## config.mk

```make
export PLATFORM = sky130hd
export DESIGN_NAME = crc32c_unit
export DESIGN_NICKNAME = d
export VERILOG_FILES = /design/src/rtl/crc32c_pkg.sv /design/src/rtl/crc32c_core.sv /design/src/rtl/crc32c_ctrl.sv /design/src/rtl/crc32c_emit.sv /design/src/rtl/crc32c_unit.sv
export SDC_FILE = /design/constraint.sdc
export NUM_CORES = 1
export LEC_CHECK = 0
export BUFFER_PORTS_ARGS = -buffer_cell sky130_fd_sc_hd__buf_4
export CAP_MARGIN = 10
export CORE_ASPECT_RATIO = 1.1
export CORE_MARGIN = 2
export CORE_UTILIZATION = 40
export DETAILED_ROUTE_END_ITERATION = 8
export PLACE_DENSITY_LB_ADDON = 0.15
export SYNTH_ARGS = -nofsm -noshare
export SYNTH_HDL_FRONTEND = slang
export SYNTH_HIERARCHICAL = 1
export SYNTH_SLANG_ARGS = --single-unit
```

## constraint.sdc

```tcl
create_clock -name clk -period 4.7 [get_ports clk]
set_input_delay 0.235 -clock clk [delete_from_list [all_inputs] [get_ports clk]]
set_output_delay 0.235 -clock clk [all_outputs]
set_load 0.03 [all_outputs]
```

## src/rtl/crc32c_pkg.sv

```systemverilog
package crc32c_pkg;

  localparam int unsigned CRC_W = 32;

  typedef enum logic [1:0] {
    PH_IDLE = 2'd0,
    PH_BODY = 2'd1,
    PH_WRAP = 2'd2
  } phase_t;

  typedef struct packed {
    logic store;
    logic test;
    logic inl;
    logic copy;
  } job_cfg_t;

endpackage

```

## src/rtl/crc32c_core.sv

```systemverilog
module crc32c_core #(
  parameter int unsigned DATA_W = 32,
  parameter logic [31:0] POLY   = 32'h82F63B78,
  parameter logic [31:0] INIT   = 32'hFFFFFFFF
) (
  input  logic              clk,
  input  logic              rst_n,
  input  logic              load_en,
  input  logic [31:0]       load_val,
  input  logic              upd_en,
  input  logic [DATA_W-1:0] upd_data,
  output logic [31:0]       crc_q
);

  logic [31:0] crc_d;

  // bit-serial reflected fold, lowest data bit first
  function automatic logic [31:0] fold(input logic [31:0] c, input logic [DATA_W-1:0] d);
    logic [31:0] r;
    r = c;
    for (int i = 0; i < DATA_W; i++) begin
      if (r[0] ^ d[i]) r = (r >> 1) ^ POLY;
      else             r = r >> 1;
    end
    return r;
  endfunction

  always_comb begin
    crc_d = crc_q;
    if (load_en)     crc_d = load_val;
    else if (upd_en) crc_d = fold(crc_q, upd_data);
  end

  always_ff @(posedge clk or negedge rst_n) begin
    if (!rst_n)                crc_q <= INIT;
    else if (load_en | upd_en) crc_q <= crc_d;
  end

endmodule

```

## src/rtl/crc32c_ctrl.sv

```systemverilog
module crc32c_ctrl
  import crc32c_pkg::*;
#(
  parameter int unsigned DATA_W = 32
) (
  input  logic              clk,
  input  logic              rst_n,
  input  logic              job_go,
  input  job_cfg_t          cfg_in,
  input  logic              in_valid,
  input  logic              in_last,
  input  logic [DATA_W-1:0] in_data,
  input  logic [31:0]       exp_crc,
  output logic              accept,
  output logic              feed,
  output logic              fwd,
  output logic              fwd_last,
  output logic              wrap,
  output logic              store_ok,
  output logic              test_ok,
  output logic              conflict,
  output logic              inl,
  output logic [31:0]       exp_q
);

  phase_t      phase_q, phase_d;
  job_cfg_t    cfg_q;
  logic [31:0] exp_d;
  logic        beat, withhold, exp_en;

  assign accept   = job_go && (phase_q == PH_IDLE);
  assign wrap     = (phase_q == PH_WRAP);
  assign conflict = cfg_q.store & cfg_q.test;
  assign store_ok = cfg_q.store & ~cfg_q.test;
  assign test_ok  = cfg_q.test & ~cfg_q.store;
  assign inl      = cfg_q.inl;

  always_comb begin
    beat     = in_valid && (phase_q == PH_BODY);
    withhold = beat & in_last & test_ok & cfg_q.inl;
    feed     = beat & ~withhold;
    fwd      = beat & cfg_q.copy & ~withhold;
    fwd_last = in_last & ~(store_ok & cfg_q.inl);
    exp_en   = beat & in_last;
    exp_d    = withhold ? in_data[31:0] : exp_crc;
  end

  always_comb begin
    phase_d = phase_q;
    unique case (phase_q)
      PH_IDLE: if (job_go) phase_d = PH_BODY;
      PH_BODY: if (beat && in_last) phase_d = PH_WRAP;
      PH_WRAP: phase_d = PH_IDLE;
      default: phase_d = PH_IDLE;
    endcase
  end

  always_ff @(posedge clk or negedge rst_n) begin
    if (!rst_n) phase_q <= PH_IDLE;
    else        phase_q <= phase_d;
  end

  always_ff @(posedge clk or negedge rst_n) begin
    if (!rst_n)      cfg_q <= '0;
    else if (accept) cfg_q <= cfg_in;
  end

  always_ff @(posedge clk or negedge rst_n) begin
    if (!rst_n)      exp_q <= '0;
    else if (exp_en) exp_q <= exp_d;
  end

endmodule

```

## src/rtl/crc32c_emit.sv

```systemverilog
module crc32c_emit #(
  parameter int unsigned DATA_W = 32,
  parameter logic [31:0] XOROUT = 32'hFFFFFFFF
) (
  input  logic              clk,
  input  logic              rst_n,
  input  logic              fwd,
  input  logic              fwd_last,
  input  logic [DATA_W-1:0] in_data,
  input  logic              wrap,
  input  logic              store_ok,
  input  logic              test_ok,
  input  logic              conflict,
  input  logic              inl,
  input  logic [31:0]       crc_q,
  input  logic [31:0]       exp_q,
  output logic              out_valid,
  output logic [DATA_W-1:0] out_data,
  output logic              out_last,
  output logic              job_done,
  output logic              job_err,
  output logic              crc_mismatch,
  output logic              res_wr,
  output logic [31:0]       res_crc
);

  logic [31:0]       final_crc;
  logic              ov_d, ol_d, done_d, err_d, mm_d, wr_d, od_en;
  logic [DATA_W-1:0] od_d;

  assign final_crc = crc_q ^ XOROUT;

  always_comb begin
    ov_d  = 1'b0;
    ol_d  = 1'b0;
    od_d  = out_data;
    od_en = 1'b0;
    if (fwd) begin
      ov_d  = 1'b1;
      ol_d  = fwd_last;
      od_d  = in_data;
      od_en = 1'b1;
    end else if (wrap && store_ok && inl) begin
      ov_d  = 1'b1;
      ol_d  = 1'b1;
      od_d  = DATA_W'(final_crc);
      od_en = 1'b1;
    end
    done_d = wrap;
    err_d  = wrap & conflict;
    wr_d   = wrap & store_ok & ~inl;
    mm_d   = wrap & test_ok & (final_crc != exp_q);
  end

  always_ff @(posedge clk or negedge rst_n) begin
    if (!rst_n) begin
      out_valid    <= 1'b0;
      out_last     <= 1'b0;
      job_done     <= 1'b0;
      job_err      <= 1'b0;
      res_wr       <= 1'b0;
      crc_mismatch <= 1'b0;
    end else begin
      out_valid    <= ov_d;
      out_last     <= ol_d;
      job_done     <= done_d;
      job_err      <= err_d;
      res_wr       <= wr_d;
      crc_mismatch <= mm_d;
    end
  end

  always_ff @(posedge clk or negedge rst_n) begin
    if (!rst_n)     out_data <= '0;
    else if (od_en) out_data <= od_d;
  end

  always_ff @(posedge clk or negedge rst_n) begin
    if (!rst_n)    res_crc <= '0;
    else if (wrap) res_crc <= final_crc;
  end

endmodule

```

## src/rtl/crc32c_unit.sv

```systemverilog
module crc32c_unit
  import crc32c_pkg::*;
#(
  parameter int unsigned DATA_W = 32,
  parameter logic [31:0] POLY   = 32'h82F63B78
) (
  input  logic              clk,
  input  logic              rst_n,
  input  logic              job_go,
  input  logic              job_seed_ok,
  input  logic [31:0]       job_seed,
  input  logic              job_store,
  input  logic              job_test,
  input  logic              job_inline,
  input  logic              job_copy,
  input  logic [31:0]       exp_crc,
  input  logic              in_valid,
  input  logic [DATA_W-1:0] in_data,
  input  logic              in_last,
  output logic              out_valid,
  output logic [DATA_W-1:0] out_data,
  output logic              out_last,
  output logic              job_done,
  output logic              job_err,
  output logic              crc_mismatch,
  output logic              res_wr,
  output logic [31:0]       res_crc
);

  localparam logic [CRC_W-1:0] ALL_ONES = '1;

  job_cfg_t    cfg_in;
  logic        accept, feed, fwd, fwd_last, wrap;
  logic        store_ok, test_ok, conflict, inl;
  logic [31:0] exp_q, crc_q;

  assign cfg_in = '{store: job_store, test: job_test, inl: job_inline, copy: job_copy};

  crc32c_ctrl #(.DATA_W(DATA_W)) u_ctrl (
    .clk      (clk),
    .rst_n    (rst_n),
    .job_go   (job_go),
    .cfg_in   (cfg_in),
    .in_valid (in_valid),
    .in_last  (in_last),
    .in_data  (in_data),
    .exp_crc  (exp_crc),
    .accept   (accept),
    .feed     (feed),
    .fwd      (fwd),
    .fwd_last (fwd_last),
    .wrap     (wrap),
    .store_ok (store_ok),
    .test_ok  (test_ok),
    .conflict (conflict),
    .inl      (inl),
    .exp_q    (exp_q)
  );

  crc32c_core #(.DATA_W(DATA_W), .POLY(POLY), .INIT(ALL_ONES)) u_core (
    .clk      (clk),
    .rst_n    (rst_n),
    .load_en  (accept & job_seed_ok),
    .load_val (job_seed ^ ALL_ONES),
    .upd_en   (feed),
    .upd_data (in_data),
    .crc_q    (crc_q)
  );

  crc32c_emit #(.DATA_W(DATA_W), .XOROUT(ALL_ONES)) u_emit (
    .clk          (clk),
    .rst_n        (rst_n),
    .fwd          (fwd),
    .fwd_last     (fwd_last),
    .in_data      (in_data),
    .wrap         (wrap),
    .store_ok     (store_ok),
    .test_ok      (test_ok),
    .conflict     (conflict),
    .inl          (inl),
    .crc_q        (crc_q),
    .exp_q        (exp_q),
    .out_valid    (out_valid),
    .out_data     (out_data),
    .out_last     (out_last),
    .job_done     (job_done),
    .job_err      (job_err),
    .crc_mismatch (crc_mismatch),
    .res_wr       (res_wr),
    .res_crc      (res_crc)
  );

endmodule

```

==> results.cfg <==
[drt]
drtAntennaViolNets = 0
routed-via-count = 8417
drc = 0
drt-pass1-iter-count = 5
viasPerCell = 5.06
wl_per_cell_um = 22.9
drt_iter0_markers = 730
wl_mm = 38.2

[finish]
stdcell_count = 1663
diodes = 0
area_delta_synth_final_pct = 29.2
post-route-util_pct = 52.7
layout-drive-gt1-share_pct = 33.2
final_area_sq_um = 14200
nets = 1399
final_cell_mix = buf_4 (293), xnor2_1 (131), nand2_1 (112), dfrtp_1 (108), nor2_1 (74)
layout_commonest_cell = buf_4

[min_path]
hold_class = in2reg

[yosys]
yosysWarnings = 6
yosys.area.top_type_share_pct = 24.5
netlist_instances = 1023
synth_top_cell_by_area = dfrtp_1
ys_seq_elements = 140
avgSynthCellArea_sq_um = 10.8
yosysSeqAreaShare_pct = 32.1
syn-cell-area_sq_um = 11000
syn_nets = 1129
synth_edf_count = 0
async_flop_share_pct = 100
synthFlopType = dfrtp_1
synth_cell_types = 46
synthTopCellsByArea = dfrtp_1 (25%), xnor3_1 (16%), xnor2_1 (11%)

[grt]
grt_pass1_wl_mm = 55.5
grt_overflow_total = 0
grt_busiest_layer = met2
grt_pass1_vias = 8385
met2_usage_pct = 43.8
use_met1_pct = 36.4
met3_usage_pct = 5.98
grt_max_degree = 104
antenna_found_initial = 0
grt_use_total_pct = 26.9

[setup_path]
r2r-start = u_core/crc_q[12]$_DFFE_PN1P_
crit_path_end_kind = flop
cp.required_ps = 5070
reg2reg_depth = 12
start_kind = flop
cp-endpoint = u_core/crc_q[1]$_DFFE_PN1P_
worstPathArrival_ps = 5090
reg2reg_slack_ps = -20
cp_max_fo = 4
setup.worst_path.start = u_core/crc_q[12]$_DFFE_PN1P_
r2r_end = u_core/crc_q[1]$_DFFE_PN1P_
path_class = reg2reg

[run_status]
outcome = finished, violations left
violations = setup timing

[clock_network]
htree_levels = 4
cts_tree = done
clk_latency_ps = 440
clk_pin_slew_ps = 70
cts_buffer_depth = 2
cts_root_buffer = clkbuf_16
cts_made_buffers = 17
cts_sinks = 140

[floorplanning]
core_area_sq_um = 27000
die_y_um = 178
die_area_sq_um = 28900
ioPinCount = 176
dieWidth_um = 162
core.rowCount = 63
start_util_pct = 40.8

[job]
drv_cap = 0

[placed_design]
placedInstanceArea_sq_um = 13400
dp_hpwl_mm = 30.0
port_buffers = 175
place.gp.congestion = 0.915
dp.cells = 1623

[timing]
finalCriticalPeriod_ps = 4720
fin_crit_sh_pct = 100
fmax_ghz = 0.212
worst_pin_slew_ps = 1160
maxSlewViolCount = 0
grt_setup_unrepaired = yes
hold_viol_final = 0
finalClockSkew_ps = 11.7
slew_headroom_pct = 23.0
setup_violations = 1
setup_ws_ps = -22.8
metal layers:
metal	vias to the layer above	wire, um
li1	3932	-
met1	4118	16800
met2	326	18000
met3	41	2570
met4	0	815
met5	-	0
flip-flops by register name, indices dropped and copies added (netlist names):
signal,count
u_emit/crc_mismatch,1
u_emit/job_done,1
u_emit/out_last,1
u_emit/out_data,32
u_ctrl/phase_q,2
u_ctrl/cfg_q,3
u_emit/job_err,1
u_ctrl/inl,1
u_emit/res_crc,32
u_ctrl/exp_q,32
u_emit/out_valid,1
u_core/crc_q,32
u_emit/res_wr,1
stage by stage:
stage | TNS (ps) | hold WS [ps] | setup WS, ps
after floorplan | 0 | -60.6 | 15.8
after global placement | -646 | 443 | -164
after detailed placement | -461 | 450 | -160
after CTS | 0 | 4.55 | 4.35
after global routing | -360 | 21.5 | -90.9
final | -22.8 | 15.1 | -22.8
cells by family (layout without fill, tap and decap cells):
| family | Yosys count | after routing | synth area share [%] |
|---|---|---|---|
| XOR/XNOR | 341 | 341 | 42.3 |
| AND/OR/NAND/NOR | 233 | 233 | 9.30 |
| AO/OA/AOI/OAI | 158 | 158 | 8.03 |
| flip-flops | 140 | 140 | 32.1 |
| buffers and inverters | 110 | 393 | 4.47 |
| multiplexers | 41 | 41 | 3.77 |
critical path: stages, from the launching register on:
cell and delay (ps):
dfstp_2 420, xnor2_1 530, xnor3_1 540, xnor3_1 380, xor2_1 420, xnor3_1 440, xnor3_2 280, buf_4 170
xnor2_1 230, xnor3_1 490, xnor3_1 350, a211oi_1 230, a21o_1 170
layout make-up:
class                           instances  area, sq um
Inverter                               65          244
Fill cell                            2476        12800
Multi-Input combinational cell        773         7180
Timing Repair Buffer                  296         2230
Clock inverter                         14          173
Clock buffer                           18          429
Sequential cell                       140         3540
Tap cell                              357          447
worst min path at each step:
stage,startpoint,to,slack [ps],depth (start not counted)
2_1_floorplan,rst_n,u_ctrl/cfg_q[0]$_DFFE_PN0P_,-60,0
3_3_place_gp,rst_n,u_emit/res_crc[21]$_DFFE_PN0P_,440,1
3_5_place_dp,rst_n,u_emit/res_crc[23]$_DFFE_PN0P_,450,1
4_1_cts,job_seed[28],u_core/crc_q[28]$_DFFE_PN1P_,5,4
5_1_grt,job_seed[27],u_core/crc_q[27]$_DFFE_PN1P_,20,4
6_report,job_seed[9],u_core/crc_q[9]$_DFFE_PN1P_,20,4
synth_stat cells (all sizes together), types with 9 or more instances:
cell    number
xor2        79
a21oi       47
nor3b       15
nor2        74
inv         65
buf         27
mux2i       37
xor3        13
dfrtp      108
xnor2      164
a211oi       9
dfstp       32
nand2      112
xnor3       85
clkbuf      18
a31oi       32
o21ai       59
repair_timing:
action | CTS | global route
pin swaps | 5 | 6
resized for setup | 11 | 16
hold buffers | 1 | 0
endpoints found under the setup margin | 13 | 16
setup buffers | 1 | 6
endpoints found under the hold margin | 43 | 0
Power is not shown: default switching activity piles up to over one toggle a cycle in this logic, so the estimate is an artifact.
